<file path="src/rtl/mdio_eng_pkg.sv">
package mdio_eng_pkg;

  localparam int FIELD_W     = 5;
  localparam int FRAME_BITS  = 64;
  localparam int DRIVEN_RD   = 46;
  localparam int TA2_INDEX   = 47;
  localparam int DATA_FIRST  = 48;
  localparam int BITCNT_W    = $clog2(FRAME_BITS);

  localparam int BUSY_BIT    = 20;
  localparam int RD_BIT      = 17;
  localparam int WR_BIT      = 16;
  localparam int PHY_LSB     = 8;
  localparam int REG_LSB     = 0;

  localparam logic [11:0] OFS_CMD  = 12'h3C0;
  localparam logic [11:0] OFS_DATA = 12'h3C4;
  localparam logic [11:0] OFS_STAT = 12'h3D0;

  typedef struct packed {
    logic               is_read;
    logic               rd_req;
    logic               wr_req;
    logic [FIELD_W-1:0] phy;
    logic [FIELD_W-1:0] regn;
  } mdio_cmd_t;

  function automatic logic [FRAME_BITS-1:0] build_frame(
    input logic               rd,
    input logic [FIELD_W-1:0] phy,
    input logic [FIELD_W-1:0] regn,
    input logic [15:0]        wval
  );
    logic [1:0]  opc;
    logic [1:0]  ta;
    logic [15:0] dat;
    opc = rd ? 2'b10 : 2'b01;
    ta  = rd ? 2'b11 : 2'b10;
    dat = rd ? 16'hFFFF : wval;
    return {32'hFFFF_FFFF, 2'b01, opc, phy, regn, ta, dat};
  endfunction

endpackage

</file>
<file path="src/rtl/mdio_clk_div.sv">
module mdio_clk_div #(
  parameter int DIV_HALF = 10
) (
  input  logic clk,
  input  logic rst_n,
  input  logic run,
  output logic mdc,
  output logic rise_tick,
  output logic fall_tick
);

  localparam int CW = (DIV_HALF > 1) ? $clog2(DIV_HALF) : 1;
  localparam logic [CW-1:0] LAST = CW'(DIV_HALF - 1);

  logic [CW-1:0] cnt_q, cnt_d;
  logic          mdc_q, mdc_d;
  logic          terminal;

  assign terminal = run && (cnt_q == LAST);

  always_comb begin
    cnt_d = cnt_q;
    mdc_d = mdc_q;
    if (!run) begin
      cnt_d = '0;
      mdc_d = 1'b0;
    end else if (terminal) begin
      cnt_d = '0;
      mdc_d = ~mdc_q;
    end else begin
      cnt_d = cnt_q + 1'b1;
    end
  end

  always_ff @(posedge clk or negedge rst_n) begin
    if (!rst_n) begin
      cnt_q <= '0;
      mdc_q <= 1'b0;
    end else begin
      cnt_q <= cnt_d;
      mdc_q <= mdc_d;
    end
  end

  assign mdc       = mdc_q;
  assign rise_tick = terminal & ~mdc_q;
  assign fall_tick = terminal &  mdc_q;

endmodule

</file>
<file path="src/rtl/mdio_frame_engine.sv">
module mdio_frame_engine
  import mdio_eng_pkg::*;
(
  input  logic        clk,
  input  logic        rst_n,
  input  logic        start,
  input  mdio_cmd_t   cmd,
  input  logic [15:0] wr_value,
  input  logic        rise_tick,
  input  logic        fall_tick,
  input  logic        mdio_i,
  output logic        busy,
  output logic        mdio_o,
  output logic        mdio_oe,
  output logic [15:0] rd_result,
  output logic        rd_invalid
);

  localparam logic [BITCNT_W-1:0] LAST_BIT = BITCNT_W'(FRAME_BITS - 1);
  localparam logic [BITCNT_W-1:0] TA2_BIT  = BITCNT_W'(TA2_INDEX);
  localparam logic [BITCNT_W-1:0] DAT_BIT  = BITCNT_W'(DATA_FIRST);
  localparam logic [BITCNT_W-1:0] DRV_END  = BITCNT_W'(DRIVEN_RD);

  logic                  busy_q, busy_d;
  logic [BITCNT_W-1:0]   bit_q, bit_d;
  logic [FRAME_BITS-1:0] sh_q, sh_d;
  logic                  rd_q, rd_d;
  logic [15:0]           in_q, in_d;
  logic                  ta_q, ta_d;
  logic [15:0]           res_q, res_d;
  logic                  inv_q, inv_d;
  logic                  last_fall;

  assign last_fall = busy_q && fall_tick && (bit_q == LAST_BIT);

  always_comb begin
    busy_d = busy_q;
    bit_d  = bit_q;
    sh_d   = sh_q;
    rd_d   = rd_q;
    in_d   = in_q;
    ta_d   = ta_q;
    res_d  = res_q;
    inv_d  = inv_q;
    if (start && !busy_q) begin
      busy_d = 1'b1;
      bit_d  = '0;
      sh_d   = build_frame(cmd.is_read, cmd.phy, cmd.regn, wr_value);
      rd_d   = cmd.is_read;
    end else if (busy_q) begin
      if (rise_tick && rd_q) begin
        if (bit_q == TA2_BIT) ta_d = mdio_i;
        if (bit_q >= DAT_BIT) in_d = {in_q[14:0], mdio_i};
      end
      if (fall_tick) begin
        if (last_fall) begin
          busy_d = 1'b0;
          if (rd_q) begin
            res_d = in_q;
            inv_d = ta_q;
          end
        end else begin
          bit_d = bit_q + 1'b1;
          sh_d  = {sh_q[FRAME_BITS-2:0], 1'b0};
        end
      end
    end
  end

  always_ff @(posedge clk or negedge rst_n) begin
    if (!rst_n) begin
      busy_q <= 1'b0;
      bit_q  <= '0;
      sh_q   <= '0;
      rd_q   <= 1'b0;
      in_q   <= '0;
      ta_q   <= 1'b0;
      res_q  <= '0;
      inv_q  <= 1'b0;
    end else begin
      busy_q <= busy_d;
      bit_q  <= bit_d;
      sh_q   <= sh_d;
      rd_q   <= rd_d;
      in_q   <= in_d;
      ta_q   <= ta_d;
      res_q  <= res_d;
      inv_q  <= inv_d;
    end
  end

  assign busy       = busy_q;
  assign mdio_o     = sh_q[FRAME_BITS-1];
  assign mdio_oe    = busy_q && (!rd_q || (bit_q < DRV_END));
  assign rd_result  = res_q;
  assign rd_invalid = inv_q;

endmodule

</file>
<file path="src/rtl/mdio_reg_if.sv">
module mdio_reg_if
  import mdio_eng_pkg::*;
#(
  parameter int ADDR_W = 12
) (
  input  logic              clk,
  input  logic              rst_n,
  input  logic              reg_wr,
  input  logic [ADDR_W-1:0] reg_addr,
  input  logic [31:0]       reg_wdata,
  input  logic              busy,
  input  logic [15:0]       rd_result,
  input  logic              rd_invalid,
  output logic              start,
  output mdio_cmd_t         cmd,
  output logic [15:0]       wr_value,
  output logic [31:0]       reg_rdata
);

  localparam logic [ADDR_W-1:0] A_CMD  = ADDR_W'(OFS_CMD);
  localparam logic [ADDR_W-1:0] A_DATA = ADDR_W'(OFS_DATA);
  localparam logic [ADDR_W-1:0] A_STAT = ADDR_W'(OFS_STAT);

  mdio_cmd_t   cmd_q, cmd_d;
  logic [15:0] wv_q, wv_d;
  logic        cmd_hit, data_hit, accept;

  assign cmd_hit  = reg_wr && (reg_addr == A_CMD);
  assign data_hit = reg_wr && (reg_addr == A_DATA);
  assign accept   = cmd_hit && !busy && reg_wdata[BUSY_BIT] &&
                    (reg_wdata[RD_BIT] || reg_wdata[WR_BIT]);

  always_comb begin
    cmd_d = cmd_q;
    wv_d  = wv_q;
    if (accept) begin
      cmd_d.is_read = reg_wdata[RD_BIT];
      cmd_d.rd_req  = reg_wdata[RD_BIT];
      cmd_d.wr_req  = reg_wdata[WR_BIT];
      cmd_d.phy     = reg_wdata[PHY_LSB +: FIELD_W];
      cmd_d.regn    = reg_wdata[REG_LSB +: FIELD_W];
    end
    if (data_hit) wv_d = reg_wdata[15:0];
  end

  always_ff @(posedge clk or negedge rst_n) begin
    if (!rst_n) begin
      cmd_q <= '0;
      wv_q  <= '0;
    end else begin
      cmd_q <= cmd_d;
      wv_q  <= wv_d;
    end
  end

  always_comb begin
    reg_rdata = '0;
    if (reg_addr == A_CMD) begin
      reg_rdata[BUSY_BIT]                = busy;
      reg_rdata[RD_BIT]                  = cmd_q.rd_req;
      reg_rdata[WR_BIT]                  = cmd_q.wr_req;
      reg_rdata[PHY_LSB +: FIELD_W]      = cmd_q.phy;
      reg_rdata[REG_LSB +: FIELD_W]      = cmd_q.regn;
    end else if (reg_addr == A_DATA) begin
      reg_rdata = {rd_result, wv_q};
    end else if (reg_addr == A_STAT) begin
      reg_rdata[0] = rd_invalid;
    end
  end

  assign start    = accept;
  assign cmd      = cmd_d;
  assign wr_value = wv_q;

endmodule

</file>
<file path="src/rtl/mdio_cmd_engine.sv">
module mdio_cmd_engine
  import mdio_eng_pkg::*;
#(
  parameter int DIV_HALF = 10,
  parameter int ADDR_W   = 12
) (
  input  logic              clk,
  input  logic              rst_n,
  input  logic              reg_wr,
  input  logic [ADDR_W-1:0] reg_addr,
  input  logic [31:0]       reg_wdata,
  output logic [31:0]       reg_rdata,
  output logic              mdc,
  output logic              mdio_o,
  output logic              mdio_oe,
  input  logic              mdio_i
);

  logic        eng_busy;
  logic        start;
  mdio_cmd_t   next_cmd;
  logic [15:0] wr_value;
  logic [15:0] rd_result;
  logic        rd_invalid;
  logic        rise_tick, fall_tick;

  mdio_reg_if #(.ADDR_W(ADDR_W)) u_regs (
    .clk        (clk),
    .rst_n      (rst_n),
    .reg_wr     (reg_wr),
    .reg_addr   (reg_addr),
    .reg_wdata  (reg_wdata),
    .busy       (eng_busy),
    .rd_result  (rd_result),
    .rd_invalid (rd_invalid),
    .start      (start),
    .cmd        (next_cmd),
    .wr_value   (wr_value),
    .reg_rdata  (reg_rdata)
  );

  mdio_clk_div #(.DIV_HALF(DIV_HALF)) u_div (
    .clk       (clk),
    .rst_n     (rst_n),
    .run       (eng_busy),
    .mdc       (mdc),
    .rise_tick (rise_tick),
    .fall_tick (fall_tick)
  );

  mdio_frame_engine u_eng (
    .clk        (clk),
    .rst_n      (rst_n),
    .start      (start),
    .cmd        (next_cmd),
    .wr_value   (wr_value),
    .rise_tick  (rise_tick),
    .fall_tick  (fall_tick),
    .mdio_i     (mdio_i),
    .busy       (eng_busy),
    .mdio_o     (mdio_o),
    .mdio_oe    (mdio_oe),
    .rd_result  (rd_result),
    .rd_invalid (rd_invalid)
  );

endmodule

</file>
<file path="config.mk">
export PLATFORM = sky130hd
export DESIGN_NAME = mdio_cmd_engine
export DESIGN_NICKNAME = d
export VERILOG_FILES = /design/src/rtl/mdio_eng_pkg.sv /design/src/rtl/mdio_clk_div.sv /design/src/rtl/mdio_frame_engine.sv /design/src/rtl/mdio_reg_if.sv /design/src/rtl/mdio_cmd_engine.sv
export SDC_FILE = /design/constraint.sdc
export NUM_CORES = 1
export LEC_CHECK = 0
export BUFFER_PORTS_ARGS = -buffer_cell sky130_fd_sc_hd__buf_2
export CAP_MARGIN = 15
export CELL_PAD_IN_SITES_DETAIL_PLACEMENT = 1
export CELL_PAD_IN_SITES_GLOBAL_PLACEMENT = 1
export CORE_UTILIZATION = 49
export DETAILED_ROUTE_END_ITERATION = 16
export PLACE_DENSITY_LB_ADDON = 0.1
export SETUP_SLACK_MARGIN = 0.15
export SLEW_MARGIN = 30
export SYNTH_ARGS = -nofsm -noshare
export SYNTH_HDL_FRONTEND = slang
export SYNTH_SLANG_ARGS = --single-unit
</file>
<file path="constraint.sdc">
create_clock -name clk -period 6.6 [get_ports clk]
set_input_delay 0.33 -clock clk [delete_from_list [all_inputs] [get_ports clk]]
set_output_delay 0.33 -clock clk [all_outputs]
set_load 0.01 [all_outputs]
</file>
## Yosys cells after proc, flatten, opt, wreduce, memory -nomap -nowiden

Index checks and enable logic that the tools add are counted.

| storage, ports and cells | value |
|---|---|
| bits in registers | 140 |
| output and inout port bits | 35 |
| word-level logic and storage cells | 84 |

| cells by class | value |
|---|---|
| bitwise logic cells | 4 |
| equality and inequality tests | 8 |
| magnitude comparators | 2 |
| add/sub/neg operators | 2 |
| mux-type cells | 31 |
| reduce and logical (&&, ||, !) cells | 21 |

Operators by type and width:

| operator | count |
|---|---|
| $mux 64 | 4 |
| $eq 12x10->1 const B | 3 |
| $mux 31 | 1 |
| $mux 6 | 4 |
| $mux 16 | 1 |
| $mux 13 | 1 |
| $eq 6x6->1 const B | 2 |
| $logic_and 1x1->1 | 11 |
| $mux 11 | 1 |
| $mux 1 | 10 |
| $mux 5 | 2 |
| $mux 4 | 2 |
| $reduce_and 4->1 | 2 |
| $add 6x1->6 const B | 1 |
| $ge 6x6->1 const B | 1 |
| $lt 6x6->1 const B | 1 |
| $mux 2 | 3 |
| $mux 3 | 2 |
| $reduce_and 5->1 | 1 |
| $add 4x1->4 const B | 1 |
| $eq 4x4->1 const B | 1 |
| $ne 2x2->1 const B | 2 |
| $reduce_bool 2->1 | 2 |
| $reduce_and 3->1 | 1 |
| other kinds (4) | 8 |

## Depth between registers and ports, before layout

| logic depth | value |
|---|---|
| depth in word-level cells | 9 |
| mapped depth | 9 |
| gate-level depth less buffers | 6 |

## Modules after synthesis

From an unflattened synthesis, not the netlist that was laid out.

| second synthesis, totals | value |
|---|---|
| cell total of the unflattened synthesis | 591 |
| area, all modules | 6781.5 um2 |

By module, submodules not included:

| module | cells an instance | area each (um2) | times used | seq. area each (um2) |
|---|---|---|---|---|
| mdio_frame_engine | 441 | 4996.0 | 1 | 2652.5 |
| mdio_reg_if | 125 | 1525.2 | 1 | 725.7 |
| mdio_clk_div | 25 | 260.2 | 1 | 125.1 |

## Worst setup path after synthesis

OpenSTA, ideal clock, no wires.

| path | value |
|---|---|
| path type | input -> output |
| start | input port reg_addr[3] |
| end | output port reg_rdata[10] |
| cell stages on the path | 4 |
| slack | 4.428 ns |
| data required time | 6.270 ns |
| arrival time | 1.842 ns |
| path through | or4_4 nor4_4 clkbuf_1 a22o_1 |

| between the ends | value |
|---|---|
| word-level cells in the longest chain between the ends | 3 |
| elaborated cells between the ends (all ways) | 4 |
| those cells by class | 2 x eq/ne; 2 x mux |

RTL lines:

| element | RTL line | text |
|---|---|---|
| from (decl) | mdio_cmd_engine.sv:10 | `input logic [ADDR_W-1:0] reg_addr,` |
| $eq 12x10->1 | mdio_reg_if.sv:64 | `end else if (reg_addr == A_DATA) begin` |
| $mux 31 | mdio_reg_if.sv:64 |  |
| $mux 5 (*) | mdio_reg_if.sv:58 | `if (reg_addr == A_CMD) begin` |
| to (decl) | mdio_cmd_engine.sv:12 | `output logic [31:0] reg_rdata,` |

Every way passes the cells marked *; elsewhere a longest branch is shown, timed or not.

## Final worst setup path

| path | value |
|---|---|
| start | register u_div.cnt_q[1] |
| end | register u_eng.sh_q[23] |

| between the ends | value |
|---|---|
| word-level cells in the longest chain between the ends | 7 |
| elaborated cells between the ends (all ways) | 8 |
| those cells by class | 2 x eq/ne; 1 x bitwise; 5 x reduce/logical |

RTL lines:

| element | RTL line | text |
|---|---|---|
| from (decl) | mdio_clk_div.sv:15 | `logic [CW-1:0] cnt_q, cnt_d;` |
| from (signal assigned) | mdio_clk_div.sv:40 | `cnt_q <= cnt_d;` |
| $eq 4x4->1 (*) | mdio_clk_div.sv:19 | `assign terminal = run && (cnt_q == LAST);` |
| $logic_and 1x1->1 (*) | mdio_clk_div.sv:19 |  |
| $and 1x1->1 (*) | mdio_clk_div.sv:47 | `assign fall_tick = terminal & mdc_q;` |
| $logic_and 1x1->1 (2 in series) | mdio_frame_engine.sv:34 | `assign last_fall = busy_q && fall_tick && (bit_q == LAST_BIT);` |
| $ne 2x2->1 (no line) | n/a |  |
| $reduce_and 3->1 (no line) (*) | n/a |  |
| to (signal assigned) | mdio_frame_engine.sv:74 | `sh_q <= '0;` |
| to (signal assigned) | mdio_frame_engine.sv:83 | `sh_q <= sh_d;` |
| to (decl) | mdio_frame_engine.sv:26 | `logic [FRAME_BITS-1:0] sh_q, sh_d;` |

Marked as above.
A chain may end at the register's enable or synchronous reset.

==> flow_metrics.py <==
metrics = {
    "floorplan": {
        "start_util": 0.5036,
        "die_w_um": 113.1,
        "die-area_mm2": 0.01279,
        "fp.coreArea_mm2": 0.01201,
        "die_height_um": 113.1,
        "rows": 40,
        "io_pins": 83,
    },
    "grt": {
        "grt_overflow": 0,
        "grt_max_degree": 77,
        "grt_use_met2": 0.4037,
        "grt_pass1_wl_um": 24180,
        "grt_use_met1": 0.3284,
        "met3_usage": 0.06427,
        "grt_pass1_vias": 4500,
        "grt-busiest-layer": "met2",
        "antenna_found_initial": 0,
        "gr-usage-all-layers": 0.2503,
    },
    "clock_network": {
        "clock_latency_ns": 0.42,
        "numCtsBuffers": 17,
        "cts_tree": "done",
        "clockBufferDepth": 2,
        "clkTransAtPathRegs_ns": 0.06,
        "post_cts_buffers": 0,
        "cts_root_buf": "clkbuf_16",
        "htree_levels": 4,
        "cts_resized": 0,
        "clkSinkCount": 139,
    },
    "sta": {
        "tns_ns": 0,
        "skew_ns": 0.003986,
        "whs_ns": 0.1412,
        "slew_violations": 0,
        "setup_viol": 0,
        "relSlewSlack": 0.4971,
        "min_period_over_period": 0.4298,
        "worst_pin_slew_ns": 0.7535,
        "grt_setup_unrepaired": "no",
        "clock.fmax_mhz": 352.5,
        "finalHoldViolations": 0,
        "fin_crit_ns": 2.837,
    },
    "yosys": {
        "synth.area.top_cells": "dfrtp_1 57%, mux2_2 14%, nor2_1 4.7%",
        "synth_compound_area_frac": 0.1187,
        "synthMuxAreaShare": 0.1464,
        "synth_flop_cell": "dfrtp_1",
        "synthArstFlopShare": 1.000,
        "synth_area_per_cell_um2": 11.89,
        "synth_top_area_cell": "dfrtp_1",
        "yosysWarningCount": 0,
        "yosysMostFrequentCell": "dfrtp_1",
        "ys_ff_latch": 139,
        "netlist_top_cells_count": "139 x dfrtp_1, 76 x mux2_2, 76 x nor2_1",
        "yosys.area_share.xor_xnor": 0.004343,
        "synth_top_area_frac": 0.5750,
        "syn_nets": 560,
        "synth_edf_count": 0,
        "netlist_area_mm2": 0.006050,
        "synth_top_family_by_area": "multiplexers",
        "ys_types": 48,
        "seq_area_frac_synth": 0.5750,
        "synthCells": 509,
        "synthAdderAreaFrac": 0.006205,
        "synth-simple-area-share": 0.1195,
    },
    "cells_and_area": {
        "diodes": 0,
        "drive_gt1_frac": 0.3373,
        "instances_no_fill": 734,
        "synthToLayoutAreaGrowth_pct": 17.97,
        "utilization": 0.5942,
        "layout.nets": 626,
    },
    "critical_path": {
        "required_ns": 6.90,
        "cp-endpoint": "u_eng.sh_q[23]$_DFFE_PN0P_",
        "cp.arrival_ns": 3.13,
        "critPathCaptureType": "flip-flop",
        "slowest_delay_ns": 0.67,
        "critical_path_class": "reg2reg",
        "ff2ff_path_depth": 7,
        "r2r-start": "u_div.cnt_q[1]$_DFF_PN0_",
        "worstSetupStartpoint": "u_div.cnt_q[1]$_DFF_PN0_",
        "startpoint_type": "flip-flop",
        "crit_slowest_cell": "o211a_2",
        "crit_path_cell_trace": "inv_1 -> ha_1 -> and4b_1 -> o211a_2 -> buf_4 -> a21oi_2 -> a221o_1",
        "crit_fanout": 34,
        "rr_endpoint": "u_eng.sh_q[23]$_DFFE_PN0P_",
        "reg2reg_slack_ns": 3.76,
    },
    "pwr": {
        "p_int_mw": 1.500,
        "p_sw_frac": 0.2056,
        "pwr-share-seq": 0.452,
        "pwr-share-clk": 0.526,
        "comb_power_share": 0.022,
        "p_leak_nw": 3.399,
        "p_total_mw": 1.888,
        "switching_power_uw": 388.1,
        "power_density_mw_per_mm2": 264.5,
        "ir_drop_mv": 0.1762,
    },
    "flow_run": {
        "cap_violations": 0,
    },
    "drt": {
        "ant_nets": 0,
        "drt_iter0_drc": 232,
        "drc_errors": 0,
        "firstDrtPassIters": 4,
        "vias": 4224,
        "avgRoutedWirePerCell_um": 19.81,
        "vias_per_cell": 5.755,
        "routed_wirelength_um": 14540,
    },
    "placement": {
        "dp_hpwl_um": 9125,
        "port_buffers": 69,
        "gp_congestion": 0.7544,
        "dpl.cell_count": 702,
    },
    "hold_path": {
        "hold_class": "in2reg",
        "hold_depth": 2,
    },
    "outcome": {
        "status": "finished clean",
    },
}
## what timing repair did
| item | 4_1_cts | 5_1_grt |
|---|---|---|
| hold buffers | 1 | 0 |
| setup endpoints to repair | 0 | 0 |
| endpoints found under the hold margin | 63 | 0 |
## critical path: cells and delay by family, from the launching register on
family          cells  cell delay, ns
flops               1            0.40
compound gates      3            1.25
simple gates        1            0.29
buf+inv             2            0.54
fa+ha+maj           1            0.23
## area by class of cell
type	instances	area (um2)
timing repair buffer	79	427.9
clock buffer	18	439.2
sequential	139	3478
fill	1268	4875
multi-input combinational	330	2402
inverter	8	30.03
clock inverter	13	175.2
tap	147	183.9
## metal layers
metal / part of all wire / routed length [um]
met3: 0.041 / 602
met5: 0 / 0
met2: 0.50 / 7282
met4: 0.014 / 198
met1: 0.44 / 6455
## how the worst min path moves through the flow
| stage | slack (ns) | endpoint | startpoint |
|---|---|---|---|
| after floorplan | 0.03 | u_div.cnt_q[0]$_DFF_PN0_ | rst_n |
| after global placement | 0.34 | u_regs.wr_value[2]$_DFFE_PN0P_ | rst_n |
| after detailed placement | 0.35 | u_eng.sh_q[2]$_DFFE_PN0P_ | rst_n |
| after CTS | 0.12 | u_regs.wr_value[7]$_DFFE_PN0P_ | reg_wdata[7] |
| after global routing | 0.13 | u_regs.wr_value[7]$_DFFE_PN0P_ | reg_wdata[7] |
| final | 0.14 | u_regs.wr_value[14]$_DFFE_PN0P_ | reg_wdata[14] |
## per-stage QoR
step / area, um2 / setup WS (ns)
after global routing: 7137 / 3.566
final: 7137 / 3.763
after floorplan: 6050 / 4.428
after global placement: 6495 / 3.727
after CTS: 7129 / 3.617
after detailed placement: 6505 / 3.657
## power groups by stage
stage,logic [mW],clock network [mW],registers (mW)
after CTS,0.0419,1.01,0.854
after floorplan,0.00711,0,0.869
final,0.0406,0.993,0.854
after global routing,0.0458,1.04,0.854
after detailed placement,0.0412,0,0.869
after global placement,0.0394,0,0.869
## registers in the layout (all words and copies together), names as in the netlist, 4 cells and up
| register | count |
|---|---|
| u_eng.rd_result | 16 |
| u_regs.cmd_q | 12 |
| u_eng.sh_q | 64 |
| u_eng.in_q | 16 |
| u_regs.wr_value | 16 |
| u_div.cnt_q | 4 |
| u_eng.bit_q | 6 |
## cells in the final DEF (no fill, tap or decap), types with 3 or more instances in the layout
master / n
ha_1: 3
clkinvlp_4: 4
clkbuf_16: 17
bufinv_16: 4
or2_2: 3
nor2_1: 76
mux2i_1: 3
o21ai_0: 9
a21o_1: 3
a221o_1: 8
or3_1: 4
inv_1: 8
clkinv_2: 5
buf_4: 6
buf_2: 70
mux2_2: 76
o32a_1: 15
a21oi_1: 38
nand3_1: 5
nand2_1: 11
dfrtp_1: 139
and2_1: 28
a22o_1: 12
## kinds of logic after synthesis
| kind of cell | after synthesis |
|---|---|
| AO/OA/AOI/OAI | 100 |
| adder cells (fa/ha/maj) | 3 |
| AND/OR/NAND/NOR | 145 |
| XOR/XNOR | 3 |
| multiplexers | 79 |
| flip-flops | 139 |
| buffers and inverters | 40 |
No activity file was read; power rests on OpenSTA's default activity.
